==> src/rtl/ofd_pkg.sv <==
package ofd_pkg;
  // Bus direction encoding on rnw
  localparam logic DIR_READ  = 1'b1;
  localparam logic DIR_WRITE = 1'b0;

  // History of the two most recent owned cycles
  typedef struct packed {
    logic vld_old;  // older entry filled
    logic rd_old;   // older entry was a read
    logic vld_new;  // newer entry filled
    logic rd_new;   // newer entry was a read
  } rw_hist_t;
endpackage

==> src/rtl/ofd_rw_history.sv <==
module ofd_rw_history
  import ofd_pkg::*;
(
  input  logic     clk,
  input  logic     rst_n,
  input  logic     cyc_mid,
  input  logic     cyc_end,
  input  logic     bus_own,
  input  logic     rnw,
  output rw_hist_t hist
);
  logic     cur_vld_q, cur_vld_d;
  logic     cur_rd_q,  cur_rd_d;
  rw_hist_t hist_q,    hist_d;

  always_comb begin
    cur_vld_d = cur_vld_q;
    cur_rd_d  = cur_rd_q;
    hist_d    = hist_q;
    if (cyc_mid && bus_own) begin
      cur_vld_d = 1'b1;
      cur_rd_d  = rnw;
    end
    if (cyc_end) begin
      cur_vld_d = 1'b0;
      if (cur_vld_q) begin
        hist_d.vld_old = hist_q.vld_new;
        hist_d.rd_old  = hist_q.rd_new;
        hist_d.vld_new = 1'b1;
        hist_d.rd_new  = cur_rd_q;
      end
    end
  end

  always_ff @(posedge clk or negedge rst_n) begin
    if (!rst_n) begin
      cur_vld_q <= 1'b0;
      cur_rd_q  <= DIR_READ;
      hist_q    <= '0;
    end else begin
      cur_vld_q <= cur_vld_d;
      cur_rd_q  <= cur_rd_d;
      hist_q    <= hist_d;
    end
  end

  assign hist = hist_q;
endmodule

==> src/rtl/ofd_fetch_judge.sv <==
module ofd_fetch_judge
  import ofd_pkg::*;
(
  input  rw_hist_t hist,
  input  logic     cyc_mid,
  input  logic     bus_own,
  input  logic     rnw,
  output logic     safe_fetch
);
  logic hist_full;
  logic pattern_ok;

  always_comb begin
    hist_full  = hist.vld_old && hist.vld_new;
    pattern_ok = (hist.rd_old == DIR_READ) && (hist.rd_new == DIR_WRITE)
                 && (rnw == DIR_READ);
    safe_fetch = cyc_mid && bus_own && hist_full && pattern_ok;
  end
endmodule

==> src/rtl/ofd_inject_ctrl.sv <==
module ofd_inject_ctrl (
  input  logic clk,
  input  logic rst_n,
  input  logic arm,
  input  logic safe_fetch,
  input  logic cyc_end,
  output logic drive,
  output logic injected
);
  logic arm_d_q;
  logic armed_q, armed_d;
  logic drive_q, drive_d;
  logic inj_q,   inj_d;
  logic arm_rise;
  logic fire;

  always_comb begin
    arm_rise = arm && !arm_d_q;
    fire     = armed_q && safe_fetch;
    armed_d  = armed_q;
    if (fire)          armed_d = 1'b0;
    else if (arm_rise) armed_d = 1'b1;
    drive_d = drive_q;
    if (cyc_end)   drive_d = 1'b0;
    else if (fire) drive_d = 1'b1;
    inj_d = cyc_end && drive_q;
  end

  always_ff @(posedge clk or negedge rst_n) begin
    if (!rst_n) begin
      arm_d_q <= 1'b0;
      armed_q <= 1'b0;
      drive_q <= 1'b0;
      inj_q   <= 1'b0;
    end else begin
      arm_d_q <= arm;
      armed_q <= armed_d;
      drive_q <= drive_d;
      inj_q   <= inj_d;
    end
  end

  assign drive    = drive_q;
  assign injected = inj_q;
endmodule

==> src/rtl/ofd_brk_injector.sv <==
module ofd_brk_injector #(
  parameter int DATA_W = 8
) (
  input  logic              clk,
  input  logic              rst_n,
  input  logic              cyc_mid,
  input  logic              cyc_end,
  input  logic              bus_own,
  input  logic              rnw,
  input  logic              arm,
  output logic [DATA_W-1:0] dbus_pd,
  output logic              injected
);
  import ofd_pkg::*;

  localparam int SYNC_STAGES = 2;

  logic [SYNC_STAGES-1:0] rst_sync_q;
  logic                   rst_int_n;
  rw_hist_t               hist;
  logic                   safe_fetch;
  logic                   drive;

  always_ff @(posedge clk or negedge rst_n) begin
    if (!rst_n) rst_sync_q <= '0;
    else        rst_sync_q <= {rst_sync_q[SYNC_STAGES-2:0], 1'b1};
  end
  assign rst_int_n = rst_sync_q[SYNC_STAGES-1];

  ofd_rw_history u_hist (
    .clk     (clk),
    .rst_n   (rst_int_n),
    .cyc_mid (cyc_mid),
    .cyc_end (cyc_end),
    .bus_own (bus_own),
    .rnw     (rnw),
    .hist    (hist)
  );

  ofd_fetch_judge u_judge (
    .hist       (hist),
    .cyc_mid    (cyc_mid),
    .bus_own    (bus_own),
    .rnw        (rnw),
    .safe_fetch (safe_fetch)
  );

  ofd_inject_ctrl u_ctrl (
    .clk        (clk),
    .rst_n      (rst_int_n),
    .arm        (arm),
    .safe_fetch (safe_fetch),
    .cyc_end    (cyc_end),
    .drive      (drive),
    .injected   (injected)
  );

  for (genvar g = 0; g < DATA_W; g++) begin : g_pd
    assign dbus_pd[g] = drive;
  end
endmodule

==> config.mk <==
export PLATFORM = sky130hd
export DESIGN_NAME = ofd_brk_injector
export DESIGN_NICKNAME = d
export VERILOG_FILES = /design/src/rtl/ofd_pkg.sv /design/src/rtl/ofd_rw_history.sv /design/src/rtl/ofd_fetch_judge.sv /design/src/rtl/ofd_inject_ctrl.sv /design/src/rtl/ofd_brk_injector.sv
export SDC_FILE = /design/constraint.sdc
export NUM_CORES = 1
export LEC_CHECK = 0
export BUFFER_PORTS_ARGS = -buffer_cell sky130_fd_sc_hd__buf_4
export CAP_MARGIN = 20
export CORE_AREA = 2 2 39 41
export CTS_BUF_LIST = sky130_fd_sc_hd__clkbuf_2 sky130_fd_sc_hd__clkbuf_4 sky130_fd_sc_hd__clkbuf_8
export CTS_CLUSTER_DIAMETER = 150
export DETAILED_ROUTE_END_ITERATION = 7
export DIE_AREA = 0 0 41 43
export GPL_ROUTABILITY_DRIVEN = 1
export PLACE_DENSITY_LB_ADDON = 0.08
export RECOVER_POWER = 100
export SLEW_MARGIN = 15
export SYNTH_ARGS = -nofsm -noshare
export SYNTH_HDL_FRONTEND = slang
export SYNTH_HIERARCHICAL = 1
export SYNTH_SLANG_ARGS = --single-unit
==> constraint.sdc <==
create_clock -name clk -period 0.9 [get_ports clk]
set_clock_uncertainty 0.2 [all_clocks]
set_input_delay 0.09 -clock clk [delete_from_list [all_inputs] [get_ports clk]]
set_output_delay 0.09 -clock clk [all_outputs]
set_load 0.005 [all_outputs]
# After elaboration in Yosys (flattened, before gate mapping)

Cells that the tools add are included.

Flip-flop bits (word level): 12
Input port bits: 7
Word-level logic and storage cells: 32

Muxes and demuxes: 6
Bitwise operators: 1
Reduce and logical (&&, ||, !) cells: 14

Operators with widths:

| cell              | count |
|---|---|
| $logic_and 1x1->1 | 9 |
| $mux 1            | 6 |
| $reduce_bool 2->1 | 3 |
| $reduce_and 2->1  | 1 |
| $logic_not 1->1   | 1 |
| $not 1->1         | 1 |

# Longest topological paths before layout

Word-level depth: 7
Mapped depth: 4
Gate-level depth less buffers: 4

# By module

The synthesis kept the hierarchy.

Modules (own cells, without submodules):

| module           | times used | cells each | area an instance (sq um) | sequential area each (sq um) |
|---|---|---|---|---|
| ofd_rw_history   | 1          | 15         | 222.7                    | 151.4 |
| ofd_inject_ctrl  | 1          | 9          | 138.9                    | 100.1 |
| ofd_brk_injector | 1          | 11         | 113.9                    | 50.0 |
| ofd_fetch_judge  | 1          | 3          | 17.5                     | 0.0 |

# Worst setup path before layout

No wires, ideal clock.

Path type: reg2reg
From: register u_hist.cur_vld_q
To: register u_hist.hist_q (netlist bit u_hist/hist[0])
Arrival: 0.765 ns
Setup slack: -0.190 ns
Stages on the path, launching flop included: 3
Buffers on the path: 0
Path through: dfrtp_1 nand2_2 mux2_2

Longest elaborated chain between the ends: 1

RTL lines:

| item                       | line                 | text |
|---|---|---|
| start, declared            | ofd_rw_history.sv:12 | `logic cur_vld_q, cur_vld_d;` |
| start signal, assigned     | ofd_rw_history.sv:41 | `cur_vld_q <= cur_vld_d;` |
| $reduce_and 2->1 (no line) | -                    |  |
| end signal, assigned       | ofd_rw_history.sv:43 | `hist_q <= hist_d;` |
| end, declared              | ofd_rw_history.sv:14 | `rw_hist_t hist_q, hist_d;` |

Every way passes these cells.
A chain may end at the register's enable or synchronous reset.

# Final worst setup path

From: register u_ctrl.drive_q, in the netlist u_ctrl/drive
To: output dbus_pd[4]

RTL lines:

| item                   | line                   | text |
|---|---|---|
| start, declared        | ofd_inject_ctrl.sv:12  | `logic drive_q, drive_d;` |
| start signal, assigned | ofd_inject_ctrl.sv:38  | `drive_q <= drive_d;` |
| end, declared          | ofd_brk_injector.sv:11 | `output logic [DATA_W-1:0] dbus_pd,` |

No word-level cell between the ends.

==> impl_metrics.py <==
metrics = {
    "routing": {
        "vias": 309,
        "wire_per_inst_um": 11.7,
        "drc": 0,
        "antenna_left": 0,
        "drt_wl_total_um": 816,
        "wl_met3_um": 62,
        "wl_met1_um": 329,
        "highest_layer": "met4",
        "firstDrtPassIters": 2,
        "wl_met2_um": 415,
        "drt-initial-drc-count": 1,
        "routed_via_density": 4.41,
    },
    "sta": {
        "drv_slew": 0,
        "finalSetupViolCount": 17,
        "finalCriticalPeriod_ps": 1160,
        "rsz0062_at_grt": "true",
        "finalHoldViolations": 15,
        "fmax_ghz": 0.861,
        "fin_crit_sh_pct": 129,
        "layout_setup_ws_ps": -262,
        "fin_hold_ws_ps": -119,
    },
    "critical_path": {
        "r2r-end": "u_hist/hist[3]$_DFFE_PN0P_",
        "crit_slowest_cell": "dfrtp_2",
        "critPathCaptureType": "primary output",
        "r2r_slack_ps": -250,
        "cp_cell_sequence": "buf_4",
        "crit_buf_inv": 1,
        "critical_path.top_delay_family": "flip-flops",
        "max_stage_delay_ps": 460,
        "arrival_ps": 870,
        "critPathKind": "reg2out",
        "start_kind": "register",
        "r2r-start": "u_hist/cur_vld_q$_DFFE_PN0P_",
        "required_ps": 610,
        "r2r_cells": 2,
        "crit_fanout": 9,
    },
    "clocking": {
        "numClockSinks": 12,
        "h-tree-depth": 1,
        "hold_buffers": 2,
        "clkTransAtPathRegs_ps": 70,
        "tritoncts": "yes",
        "insertion_delay_ps": 260,
        "cts-buffers-inserted": 3,
        "clockBufferDepth": 2,
        "root_buffer": "clkbuf_4",
    },
    "cells_and_area": {
        "finalNetCount": 62,
        "nFillCells": 138,
        "drive_above_1_share_pct": 57.4,
        "diodes": 0,
        "areaGrowthSynthToFinish_pct": 34.0,
        "post-route-util_pct": 47.7,
    },
    "logic_synthesis": {
        "netlist_area_um2": 493,
        "synth_common_cells": "dfrtp_1, buf_4, mux2_2",
        "synthXorXnorAreaFrac_pct": 0,
        "synth-edff-count": 0,
        "synth_compound_area_share_pct": 2.03,
        "synth_area_leaders": "dfrtp_1, buf_4, mux2_2",
        "yosysMostFrequentCell": "dfrtp_1",
        "syn_inst": 38,
        "yosys.area_share.simple_pct": 12.7,
        "async_flop_share_pct": 100,
        "synth_cell_types": 15,
        "synth_top_family_by_area": "simple AND/OR/NAND/NOR gates",
        "yosys_warnings": 6,
        "synthMuxAreaShare_pct": 11.2,
        "synth_top_area_cell": "dfrtp_1",
        "yosys_register_bits": 12,
        "synth_nets": 45,
        "synth_flop_cell": "dfrtp_1",
        "synth_top_area_share_pct": 55.8,
        "yosysSeqAreaShare_pct": 61.2,
        "synthAdderAreaFrac_pct": 0,
        "syn-mean-instance-area_um2": 13.0,
    },
    "grt": {
        "grtUsageTotal_pct": 12.3,
        "grt_max_degree": 11,
        "grt_pass1_vias": 344,
        "antenna_found_initial": 0,
        "grt_overflow": 0,
        "grt_pass1_wl_um": 1360,
    },
    "die": {
        "die_area_um2": 1760,
        "io_pins": 16,
        "initial_core_util_pct": 35.6,
        "core_area_um2": 1380,
        "rows": 14,
        "die_w_um": 41,
        "die_y_um": 43,
    },
    "pwr": {
        "p_sw_share_pct": 22.1,
        "pwr_density_cell_nw_per_um2": 1890,
        "seq_power_share_pct": 53.2,
        "switchingPower_mw": 0.276,
        "power_frac_clock_pct": 28.9,
        "p_leak_nw": 0.332,
        "power_frac_comb_pct": 17.9,
        "ir_worst_vdd_mv": 0.791,
        "total_power_mw": 1.25,
        "p_int_mw": 0.973,
    },
    "placed_design": {
        "io_buffers": 15,
        "hpwl_um": 570,
        "gp_congestion": 0.613,
    },
    "run_status": {
        "status": "finished, violations left",
        "violations": "hold timing, setup timing",
    },
    "min_path": {
        "min_path_cells": 2,
        "hp-class": "in2reg",
        "min-delay-start": "rnw",
        "whs_endpoint": "u_hist/cur_rd_q$_DFFE_PN1P_",
    },
    "flow_run": {
        "drv_cap": 0,
    },
}
==> metrics by stage <==
stage	cell area, µm²	setup TNS [ps]	worst slack, ps	cells	hold slack [ps]
2_1_floorplan	494	-913	-190	38	-406
3_3_place_gp	582	-1100	-221	63	-328
3_5_place_dp	582	-1260	-234	63	-327
4_1_cts	658	-3830	-274	70	-125
5_1_grt	661	-4570	-334	70	-141
6_report	661	-3640	-262	70	-119
==> layout make-up <==
class	count	area, µm²	share of cell area (%)
Timing Repair Buffer	20	159	24.1
Multi-Input combinational cell	18	149	22.5
Clock buffer	4	30.0	4.55
Tap cell	16	20.0	3.03
Sequential cell	12	303	45.8
==> registers in the layout (all words and copies together), names as in the netlist <==
register and flops:
u_ctrl/injected 1, u_ctrl/arm_d_q 1, u_hist/hist 4, u_ctrl/armed_q 1, u_ctrl/drive 1, u_hist/cur_vld_q 1
u_hist/cur_rd_q 1, rst_sync_q 2
==> per-layer routing <==
metal  GRT usage, %  vias up
li1               -      145
met1           13.0      149
met2           19.1       13
met3           3.14        2
met4           10.0        0
met5              0        -
==> power by group through the flow <==
stage,clock [mW],sequential (mW),combinational [mW]
finish,0.361,0.665,0.223
global route,0.423,0.679,0.243
CTS,0.371,0.664,0.222
detailed placement,0,0.672,0.177
global placement,0,0.666,0.175
floorplan,0,0.660,0.109
==> cell families after synthesis <==
group,count (synthesis)
compound gates,2
other cells,1
buf+inv,8
simple gates,10
flops,12
mux,5
==> layout by cell type, fill, tap and decap left out <==
cell           Yosys  layout
buf_4              8      15
dfrtp_1           11      10
clkbuf_4           0       6
mux2_4             0       4
dlygate4sd3_1      0       2
a21oi_1            2       2
nor2_1             3       2
buf_6              0       1
conb_1             1       1
and2_1             1       1
nand2b_4           1       1
mux2i_1            1       1
dfrtp_2            0       1
nand2_2            1       1
or2b_1             1       1
nand2_1            1       1
dfstp_2            1       1
nand4b_1           1       1
nand3_1            1       1
nor2_2             0       1
==> worst max-delay path by stage <==
| stage | startpoint | cells after the start | endpoint |
|---|---|---|---|
| after floorplan | u_hist/cur_vld_q$_DFFE_PN0P_ | 2 | u_hist/hist[0]$_DFFE_PN0P_ |
| after global placement | u_hist/cur_vld_q$_DFFE_PN0P_ | 2 | u_hist/hist[3]$_DFFE_PN0P_ |
| after detailed placement | u_hist/cur_vld_q$_DFFE_PN0P_ | 2 | u_hist/hist[3]$_DFFE_PN0P_ |
| after CTS | u_ctrl/drive$_DFFE_PN0P_ | 1 | dbus_pd[4] |
| after global routing | u_ctrl/drive$_DFFE_PN0P_ | 1 | dbus_pd[4] |
| final | u_ctrl/drive$_DFFE_PN0P_ | 1 | dbus_pd[4] |
==> timing repair <==
action	4_1_cts	5_1_grt
pin swaps	1	1
endpoints found under the hold margin	18	6
setup endpoints to repair	17	18
setup buffers	1	0
resized for setup	5	2
(Power assumes the default switching activity.)
